File: src/rtl/csc_pkg.sv
package csc_pkg;
  localparam int PIX_W  = 8;
  localparam int NCOMP  = 3;
  localparam int NCOEF  = NCOMP * NCOMP;
  localparam int COEF_W = 12;
  localparam int FRAC_W = 10;
  localparam int OFS_W  = 9;
  localparam int ADDR_W = 4;
  localparam int SUM_W  = PIX_W + 1 + COEF_W + 3;
  localparam int PH_W   = $clog2(NCOMP);

  typedef logic signed [COEF_W-1:0] coef_t;
  typedef logic signed [OFS_W-1:0]  ofs_t;
  typedef logic [NCOMP-1:0][PIX_W-1:0] pix_t;
  typedef logic [NCOMP-1:0][SUM_W-1:0] sums_t;

  typedef struct packed {
    coef_t [NCOEF-1:0] m;
    ofs_t  [NCOMP-1:0] o;
  } matrix_t;

  // Full-range RGB to YCbCr, weights scaled by 2^FRAC_W
  function automatic matrix_t default_matrix();
    matrix_t d;
    d.m[0] = 12'sd306;   d.m[1] = 12'sd601;   d.m[2] = 12'sd117;
    d.m[3] = -12'sd173;  d.m[4] = -12'sd339;  d.m[5] = 12'sd512;
    d.m[6] = 12'sd512;   d.m[7] = -12'sd429;  d.m[8] = -12'sd83;
    d.o[0] = 9'sd0;      d.o[1] = 9'sd128;    d.o[2] = 9'sd128;
    return d;
  endfunction

  function automatic int conv_latency(bit shared, int pipe);
    return (shared ? 4 : 2) + pipe;
  endfunction
endpackage

File: src/rtl/csc_coef_bank.sv
module csc_coef_bank
  import csc_pkg::*;
(
  input  logic              clk,
  input  logic              rst_n,
  input  logic              wr_en,
  input  logic [ADDR_W-1:0] wr_addr,
  input  logic [COEF_W-1:0] wr_data,
  input  logic              apply,
  output matrix_t           active_o
);
  localparam matrix_t RESET_M = default_matrix();

  matrix_t shadow_q, shadow_d;
  matrix_t active_q, active_d;

  always_comb begin
    shadow_d = shadow_q;
    for (int i = 0; i < NCOEF; i++)
      if (wr_en && wr_addr == ADDR_W'(i)) shadow_d.m[i] = wr_data;
    for (int j = 0; j < NCOMP; j++)
      if (wr_en && wr_addr == ADDR_W'(NCOEF + j)) shadow_d.o[j] = wr_data[OFS_W-1:0];
  end

  always_comb begin
    active_d = active_q;
    if (apply) active_d = shadow_q;
  end

  always_ff @(posedge clk or negedge rst_n) begin
    if (!rst_n) begin
      shadow_q <= RESET_M;
      active_q <= RESET_M;
    end else begin
      shadow_q <= shadow_d;
      active_q <= active_d;
    end
  end

  assign active_o = active_q;


  ignored_addr_chk: assert property (@(posedge clk) disable iff (!rst_n)
    (wr_en && wr_addr >= ADDR_W'(NCOEF + NCOMP)) |=> $stable(shadow_q));
endmodule

File: src/rtl/csc_dot.sv
module csc_dot
  import csc_pkg::*;
(
  input  pix_t                     pix_i,
  input  coef_t [NCOMP-1:0]        row_i,
  input  ofs_t                     ofs_i,
  output logic signed [SUM_W-1:0]  sum_o
);
  logic signed [SUM_W-1:0] prod [NCOMP];

  for (genvar k = 0; k < NCOMP; k++) begin : g_mul
    logic signed [SUM_W-1:0] xe, ce;
    assign xe = SUM_W'($signed({1'b0, pix_i[k]}));
    assign ce = SUM_W'($signed(row_i[k]));
    assign prod[k] = xe * ce;
  end

  always_comb begin
    sum_o = SUM_W'(ofs_i) <<< FRAC_W;
    for (int k = 0; k < NCOMP; k++) sum_o = sum_o + prod[k];
  end
endmodule

File: src/rtl/csc_round_sat.sv
module csc_round_sat
  import csc_pkg::*;
(
  input  logic signed [SUM_W-1:0] sum_i,
  output logic [PIX_W-1:0]        pix_o
);
  localparam int Q_W = SUM_W - FRAC_W;
  localparam int MAXV = (1 << PIX_W) - 1;

  logic signed [SUM_W-1:0] biased;
  logic signed [Q_W-1:0]   q;

  always_comb begin
    biased = sum_i + $signed(SUM_W'(1) << (FRAC_W - 1));
    q = Q_W'(biased >>> FRAC_W);
    if (q < 0)                pix_o = '0;
    else if (int'(q) > MAXV)  pix_o = '1;
    else                      pix_o = q[PIX_W-1:0];
  end
endmodule

File: src/rtl/csc_core.sv
module csc_core
  import csc_pkg::*;
#(
  parameter bit SHARED      = 1'b0,
  parameter int PIPE_STAGES = 1
) (
  input  logic                   clk,
  input  logic                   rst_n,
  input  logic                   in_valid,
  output logic                   in_ready,
  input  logic [NCOMP*PIX_W-1:0] in_pix,
  input  logic                   cfg_wr,
  input  logic [ADDR_W-1:0]      cfg_addr,
  input  logic [COEF_W-1:0]      cfg_data,
  output logic                   out_valid,
  output logic [NCOMP*PIX_W-1:0] out_pix
);
  localparam int LATENCY = conv_latency(SHARED, PIPE_STAGES);
  localparam int CNT_W   = $clog2(LATENCY + 2) + 1;

  // reset: asynchronous assertion, synchronous release
  logic [1:0] rst_sync_q;
  logic       rst_ni;
  always_ff @(posedge clk or negedge rst_n) begin
    if (!rst_n) rst_sync_q <= '0;
    else        rst_sync_q <= {rst_sync_q[0], 1'b1};
  end
  assign rst_ni = rst_sync_q[1];

  pix_t    in_c;
  matrix_t active;
  logic    accept, apply;
  sums_t   sum_q, sum_d;
  logic    sum_vld_q, sum_vld_d;

  assign in_c   = in_pix;
  assign accept = in_valid & in_ready;

  csc_coef_bank u_bank (
    .clk      (clk),
    .rst_n    (rst_ni),
    .wr_en    (cfg_wr),
    .wr_addr  (cfg_addr),
    .wr_data  (cfg_data),
    .apply    (apply),
    .active_o (active)
  );

  if (!SHARED) begin : g_par
    logic signed [SUM_W-1:0] dot_sum [NCOMP];
    for (genvar k = 0; k < NCOMP; k++) begin : g_lane
      csc_dot u_dot (
        .pix_i (in_c),
        .row_i (active.m[k*NCOMP +: NCOMP]),
        .ofs_i (active.o[k]),
        .sum_o (dot_sum[k])
      );
    end
    always_comb begin
      sum_d = sum_q;
      if (accept)
        for (int k = 0; k < NCOMP; k++) sum_d[k] = dot_sum[k];
      sum_vld_d = accept;
    end
    assign apply    = 1'b1;
    assign in_ready = rst_ni;


    par_issue_chk: assert property (@(posedge clk) disable iff (!rst_ni)
      accept |=> sum_vld_q);
  end else begin : g_shr
    logic [PH_W-1:0]         phase_q, phase_d;
    pix_t                    pix_q, pix_d, op_pix;
    coef_t [NCOMP-1:0]       row_sel;
    ofs_t                    ofs_sel;
    logic signed [SUM_W-1:0] dot_sum;
    logic                    step_go;

    always_comb begin
      op_pix  = (phase_q == '0) ? in_c : pix_q;
      row_sel = active.m[0 +: NCOMP];
      ofs_sel = active.o[0];
      for (int r = 1; r < NCOMP; r++)
        if (phase_q == PH_W'(r)) begin
          row_sel = active.m[r*NCOMP +: NCOMP];
          ofs_sel = active.o[r];
        end
    end

    csc_dot u_dot (
      .pix_i (op_pix),
      .row_i (row_sel),
      .ofs_i (ofs_sel),
      .sum_o (dot_sum)
    );

    always_comb begin
      step_go = accept | (phase_q != '0);
      if (phase_q == '0)                   phase_d = accept ? PH_W'(1) : '0;
      else if (phase_q == PH_W'(NCOMP-1)) phase_d = '0;
      else                                 phase_d = phase_q + PH_W'(1);
      pix_d = accept ? in_c : pix_q;
      sum_d = sum_q;
      if (step_go)
        for (int r = 0; r < NCOMP; r++)
          if (phase_q == PH_W'(r)) sum_d[r] = dot_sum;
      sum_vld_d = (phase_q == PH_W'(NCOMP-1));
    end

    assign apply    = (phase_d == '0);
    assign in_ready = rst_ni & (phase_q == '0);

    always_ff @(posedge clk or negedge rst_ni) begin
      if (!rst_ni) phase_q <= '0;
      else         phase_q <= phase_d;
    end
    always_ff @(posedge clk) pix_q <= pix_d;


    shared_rhythm_chk: assert property (@(posedge clk) disable iff (!rst_ni)
      accept |=> (!in_ready ##1 !in_ready ##1 in_ready));

    coef_hold_chk: assert property (@(posedge clk) disable iff (!rst_ni)
      (phase_q != '0) |-> $stable(active));
  end

  always_ff @(posedge clk or negedge rst_ni) begin
    if (!rst_ni) sum_vld_q <= 1'b0;
    else         sum_vld_q <= sum_vld_d;
  end
  always_ff @(posedge clk) sum_q <= sum_d;

  // optional delay stages between dot products and rounding
  logic  tail_vld;
  sums_t tail_sum;
  if (PIPE_STAGES == 0) begin : g_nopipe
    assign tail_vld = sum_vld_q;
    assign tail_sum = sum_q;
  end else begin : g_pipe
    logic [PIPE_STAGES-1:0] v_q;
    sums_t                  s_q [PIPE_STAGES];
    always_ff @(posedge clk or negedge rst_ni) begin
      if (!rst_ni) v_q <= '0;
      else begin
        v_q[0] <= sum_vld_q;
        for (int i = 1; i < PIPE_STAGES; i++) v_q[i] <= v_q[i-1];
      end
    end
    always_ff @(posedge clk) begin
      s_q[0] <= sum_q;
      for (int i = 1; i < PIPE_STAGES; i++) s_q[i] <= s_q[i-1];
    end
    assign tail_vld = v_q[PIPE_STAGES-1];
    assign tail_sum = s_q[PIPE_STAGES-1];
  end

  pix_t rounded, out_pix_q, out_pix_d;
  logic out_valid_q;
  for (genvar k = 0; k < NCOMP; k++) begin : g_rs
    csc_round_sat u_rs (
      .sum_i (tail_sum[k]),
      .pix_o (rounded[k])
    );
  end

  always_comb begin
    out_pix_d = out_pix_q;
    if (tail_vld) out_pix_d = rounded;
  end
  always_ff @(posedge clk or negedge rst_ni) begin
    if (!rst_ni) out_valid_q <= 1'b0;
    else         out_valid_q <= tail_vld;
  end
  always_ff @(posedge clk) out_pix_q <= out_pix_d;

  assign out_valid = out_valid_q;
  assign out_pix   = out_pix_q;

  // pixels accepted but not yet delivered
  logic [CNT_W-1:0] inflight_q, inflight_d;
  always_comb inflight_d = inflight_q + CNT_W'(accept) - CNT_W'(out_valid_q);
  always_ff @(posedge clk or negedge rst_ni) begin
    if (!rst_ni) inflight_q <= '0;
    else         inflight_q <= inflight_d;
  end


  out_has_source_chk: assert property (@(posedge clk) disable iff (!rst_ni)
    out_valid |-> (inflight_q != '0));
endmodule

File: config.mk
export PLATFORM = sky130hd
export DESIGN_NAME = csc_core
export DESIGN_NICKNAME = d
export VERILOG_FILES = /design/src/rtl/csc_pkg.sv /design/src/rtl/csc_coef_bank.sv /design/src/rtl/csc_dot.sv /design/src/rtl/csc_round_sat.sv /design/src/rtl/csc_core.sv
export SDC_FILE = /design/constraint.sdc
export NUM_CORES = 2
export LEC_CHECK = 0
export BUFFER_PORTS_ARGS = -buffer_cell sky130_fd_sc_hd__buf_2
export CORE_UTILIZATION = 29
export CTS_BUF_LIST = sky130_fd_sc_hd__clkbuf_4 sky130_fd_sc_hd__clkbuf_8
export DETAILED_ROUTE_END_ITERATION = 16
export SETUP_SLACK_MARGIN = 0.1
export SLEW_MARGIN = 25
export SYNTH_ARGS = -nofsm -noshare
export SYNTH_HDL_FRONTEND = slang
export SYNTH_HIERARCHICAL = 1
export SYNTH_SLANG_ARGS = --single-unit
File: constraint.sdc
create_clock -name clk -period 18.7 [get_ports clk]
set_clock_uncertainty 0.05 [all_clocks]
set_input_delay 0 -clock clk [delete_from_list [all_inputs] [get_ports clk]]
set_output_delay 0 -clock clk [all_outputs]
set_load 0.01 [all_outputs]
# Word level (Yosys, flattened, before mapping)
# Memory sizes are Yosys's and may differ from the RTL's.
# Index checks and enable logic that the tools add are counted.
dict set report totals {
  regBits 371
  mem_bits_rw 72
  input_bits 44
  word_cells 90
  memories 1
}
dict set report classes {
  add_sub_neg 12
  mul 9
  n_lt_le_gt_ge 6
  eq_ne 11
  n_mux 3
  n_bitwise 1
  n_reduce_logical 13
}
# memory words width read_ports rd_ports_with_merged_regs write_ports line_no
set mem_list {}
lappend mem_list {g_pipe.s_q 1 72 1 0 1 csc_core.sv:141} ;# sums_t s_q [PIPE_STAGES];
# operator n
set op_table {}
lappend op_table {{$mul 9x12->21} 9}
lappend op_table {{$add 24x24->24} 6}
lappend op_table {{$add 24x11->24 const B} 3}
lappend op_table {{$add 19x21->22} 3}
lappend op_table {{$gt 14x9->1 const B} 3}
lappend op_table {{$lt 14x1->1 const B} 3}
lappend op_table {{$mux 8} 3}
lappend op_table {{$eq 4x3->1 const B} 4}
lappend op_table {{$eq 4x4->1 const B} 4}
lappend op_table {{$logic_and 1x1->1} 12}
lappend op_table {{$eq 4x2->1 const B} 2}
lappend op_table {{$eq 4x1->1 const B} 1}
lappend op_table {{$logic_not 4->1} 1}
lappend op_table {{$and 1x1->1} 1}

# Logic depth before layout (Yosys ltp)
dict set report depth {
  word_depth 4
  depth_mapped 32
  mapped_depth_nobuf 31
}

# Cells and area by module
# Netlist, hierarchy kept.
# mod instances cells_each area_per_inst_um2
set by_module_without_submodules {}
lappend by_module_without_submodules {{csc_dot at g_par.g_lane[1].u_dot} 1 1422 12578.3}
lappend by_module_without_submodules {{csc_dot at g_par.g_lane[2].u_dot} 1 1413 12553.3}
lappend by_module_without_submodules {{csc_dot at g_par.g_lane[0].u_dot} 1 1366 12406.9}
lappend by_module_without_submodules {csc_coef_bank 1 592 10204.8}
lappend by_module_without_submodules {csc_core 1 175 4459.3}
lappend by_module_without_submodules {csc_round_sat 3 46 320.3}

# Least setup slack after synthesis
# No wires, ideal clock.
dict set report synth_path {
  path_type {register to register}
  startpoint {register rst_sync_q[1]}
  endpoint {register sum_q[0] (netlist bit) (enable)}
  setup_ps 438
  arrival_time_ps 8344
  required_time_ps 18212
  path_slack_ps 9868
  path_stages_with_launch 2
  n_path_buf 0
  path_cell_list {dfrtp_1 and2_1}
}
dict set report synth_between {
  elab_chain_len 1
}
# item line_no
set synth_rtl {}
lappend synth_rtl {{start: declaration} csc_core.sv:22} ;# logic [1:0] rst_sync_q;
lappend synth_rtl {{start signal: assignment} csc_core.sv:26} ;# else rst_sync_q <= {rst_sync_q[0], 1'b1};
lappend synth_rtl {{$and 1x1->1} csc_core.sv:37} ;# assign accept = in_valid & in_ready;
lappend synth_rtl {{named net accept} csc_core.sv:32} ;# logic accept, apply;
lappend synth_rtl {{end signal: assignment} csc_core.sv:131} ;# always_ff @(posedge clk) sum_q <= sum_d;
lappend synth_rtl {{end: declaration} csc_core.sv:33} ;# sums_t sum_q, sum_d;
# The timed path passes the listed nets, and every way through them passes these cells.
# A chain may end at the register's enable or synchronous reset.

==> summary.txt <==
Clocking
  • Post-CTS resize count: 0
  • Clock tree from TritonCTS: done
  • Buffer count from post-CTS setup fixing: 0
  • Clock sink count: 389
  • Clk root buf: sky130_fd_sc_hd__clkbuf_8
  • Buffers from clock root to sink, at most: 3
  • Quantity of hold-fixing buffers added after cts: 23
  • Number of clock buffers inserted by TritonCTS: 74
  • Clock insertion delay at the later pin of the skew report: 740 ps
  • CTS H-tree lvls: 3
  • Clock transition time at the flip-flop clock pins of the worst setup and hold paths: 60 ps

Route
  • Wire length after detailed routing: around 120,000 µm
  • Via/cell ratio: between 4 and 5
  • Vias: 33,200
  • Drt first-iter violations: 1,652
  • Drt wl/cell: 16.0 µm
  • First-pass detailed-route iteration total: 11
  • Antenna violation net count after detailed routing: 0
  • Remaining DRCs: 12

STA
  • Maximum operating frequency: 118 MHz
  • Final Slew Violations: 0
  • Post-route clock period utilization: 0.454
  • Setup repair after global routing missed its margin: no
  • Fin Setup TNS: 0 ps
  • Slew at the pin with the worst max-slew slack: 968 ps
  • Setup Viol. Count Final: 0
  • Worst hold slack: 180 ps
  • Post-layout min period: about 8500 ps
  • Number of endpoints with negative hold slack in the final report: 0
  • Slew headroom: 0.355

Run status
  • Failing checks: DRC
  • Result of the run: finished with violations

Critical path
  • Category of the most critical setup path: reg2reg
  • Type of element capturing the critical path: flop
  • Most prevalent standard cell on the critical path: sky130_fd_sc_hd__fa_1
  • Worst path slowest cell: sky130_fd_sc_hd__fa_1
  • Kind of start point of the critical path: flop
  • Worst Path Required: approximately 19,000 ps
  • Max Fanout on Critical Path: 9
  • Arrival time at the worst endpoint: 8920 ps
  • Stage delay of the slowest cell on the critical path: 740 ps

Placed design
  • Final GP Congestion: 0.848
  • Half-perimeter wire length after placement: 95,400 µm
  • Port buffer count: 69

Floorplan
  • Count of standard-cell rows: about 150
  • Width of the die: 424 µm
  • Core outline area: 0.176 mm²
  • I/O pin count: 70
  • Initial core utilization: 0.292
  • Die area: 0.179 mm²
  • Die Ht: 424 µm

Finish
  • Fillcell total: 18,000
  • Post-Route Utilization: 0.320
  • Net count of the finished layout: 6,454
  • Area of the multi-input gates: 0.0365 mm²
  • Leading cell types in the layout, fill and taps excluded: 1,211 x sky130_fd_sc_hd__inv_1, 915 x sky130_fd_sc_hd__fa_1, 531 x sky130_fd_sc_hd__and2_1
  • Synth-to-Final Area Change: 9.42%
  • Leading cell type in the layout, fill and taps excluded: sky130_fd_sc_hd__inv_1
  • Fraction of layout instances using a drive strength above 1: 0.115
  • Register Area: 0.00998 mm²

Global routing
  • GRT Max-Usage Layer: met2
  • Initial antenna violation count: 6
  • Global-route usage over all layers: 0.138
  • M1 GR Usage: 0.190
  • Met2 Resource Use GR: 0.228
  • Overall overflow remaining after global route: 0
  • GR Layer Usage met3: 0.0163
  • Pin count of the biggest net entering global routing: 150
  • Number of global-route vias before repair: 35,400
  • Wire length of the first global-routing pass: 197,000 µm

Synth
  • Synthesized cell area: 0.0515 mm²
  • Synthesized instance count: 5,010
  • YS warnings: 6
  • Avg Synthesized Cell Area: 10.3 µm²

Run
  • Reported max-cap violation count: 0

Worst hold path
  • Hold Crit Class: in2reg
## worst max-delay path: cells and delay by family, from the launching register on
kind,cells,cell delay (ps)
buffers and inverters,5,360
and+or+nand+nor,4,870
AOI/OAI and AO/OA,8,1400
DFF,1,460
xor gates and xnor gates,2,250
adders and majority gates,9,4780
## through the flow
step	cell area [µm²]	cells	setup WS [ps]
finish	56400	7483	10220
detailed placement	54500	7319	10260
global placement	54500	7319	10200
CTS	56400	7478	10180
global route	56400	7479	9600
floorplan	51500	5011	10490
## area by class of cell
cell class | count | share of cell area
inverter | 1211 | 0.0806
sequential | 389 | 0.177
clock inverter | 30 | 0.00535
clock buffer | 106 | 0.0239
antenna | 5 | 0.000222
tap | 2340 | 0.0519
timing repair buffer | 114 | 0.0134
multi-input combinational | 3288 | 0.648
## sequential cells by signal, indices dropped and copies added, names as in the netlist
register and flops:
u_bank/active_o 135, out_valid 1, rst_sync_q 2, g_pipe.v_q 1, sum_vld_q 1, u_bank/shadow_q 135
out_pix 24, sum_q 45, g_pipe.s_q 45
## path summary, 6_finish.rpt
kind / start / end / slack (ps) / cells past startpoint
worst min-delay path: cfg_addr[2] / u_bank/shadow_q[100] / 180 / 4
min in group asynchronous: rst_sync_q[1] / u_bank/shadow_q[29] / 270 / 0
worst min register to register: rst_sync_q[1] / u_bank/shadow_q[29] / 270 / 0
max in group asynchronous: rst_sync_q[1] / u_bank/active_o[22] / 17040 / 1
worst max-delay path: u_bank/active_o[38] / sum_q[23] / 10220 / 28
worst max register to register: u_bank/active_o[38] / sum_q[23] / 10220 / 28
## per-layer routing
metal | share of wire | up-vias
met1 | 0.46 | 17100
met2 | 0.48 | 568
met4 | 0.022 | 0
met3 | 0.038 | 148
li1 | - | 15400
met5 | 0 | -
Power is not shown: default switching activity piles up to over one toggle a cycle in this logic, so the estimate is an artifact.
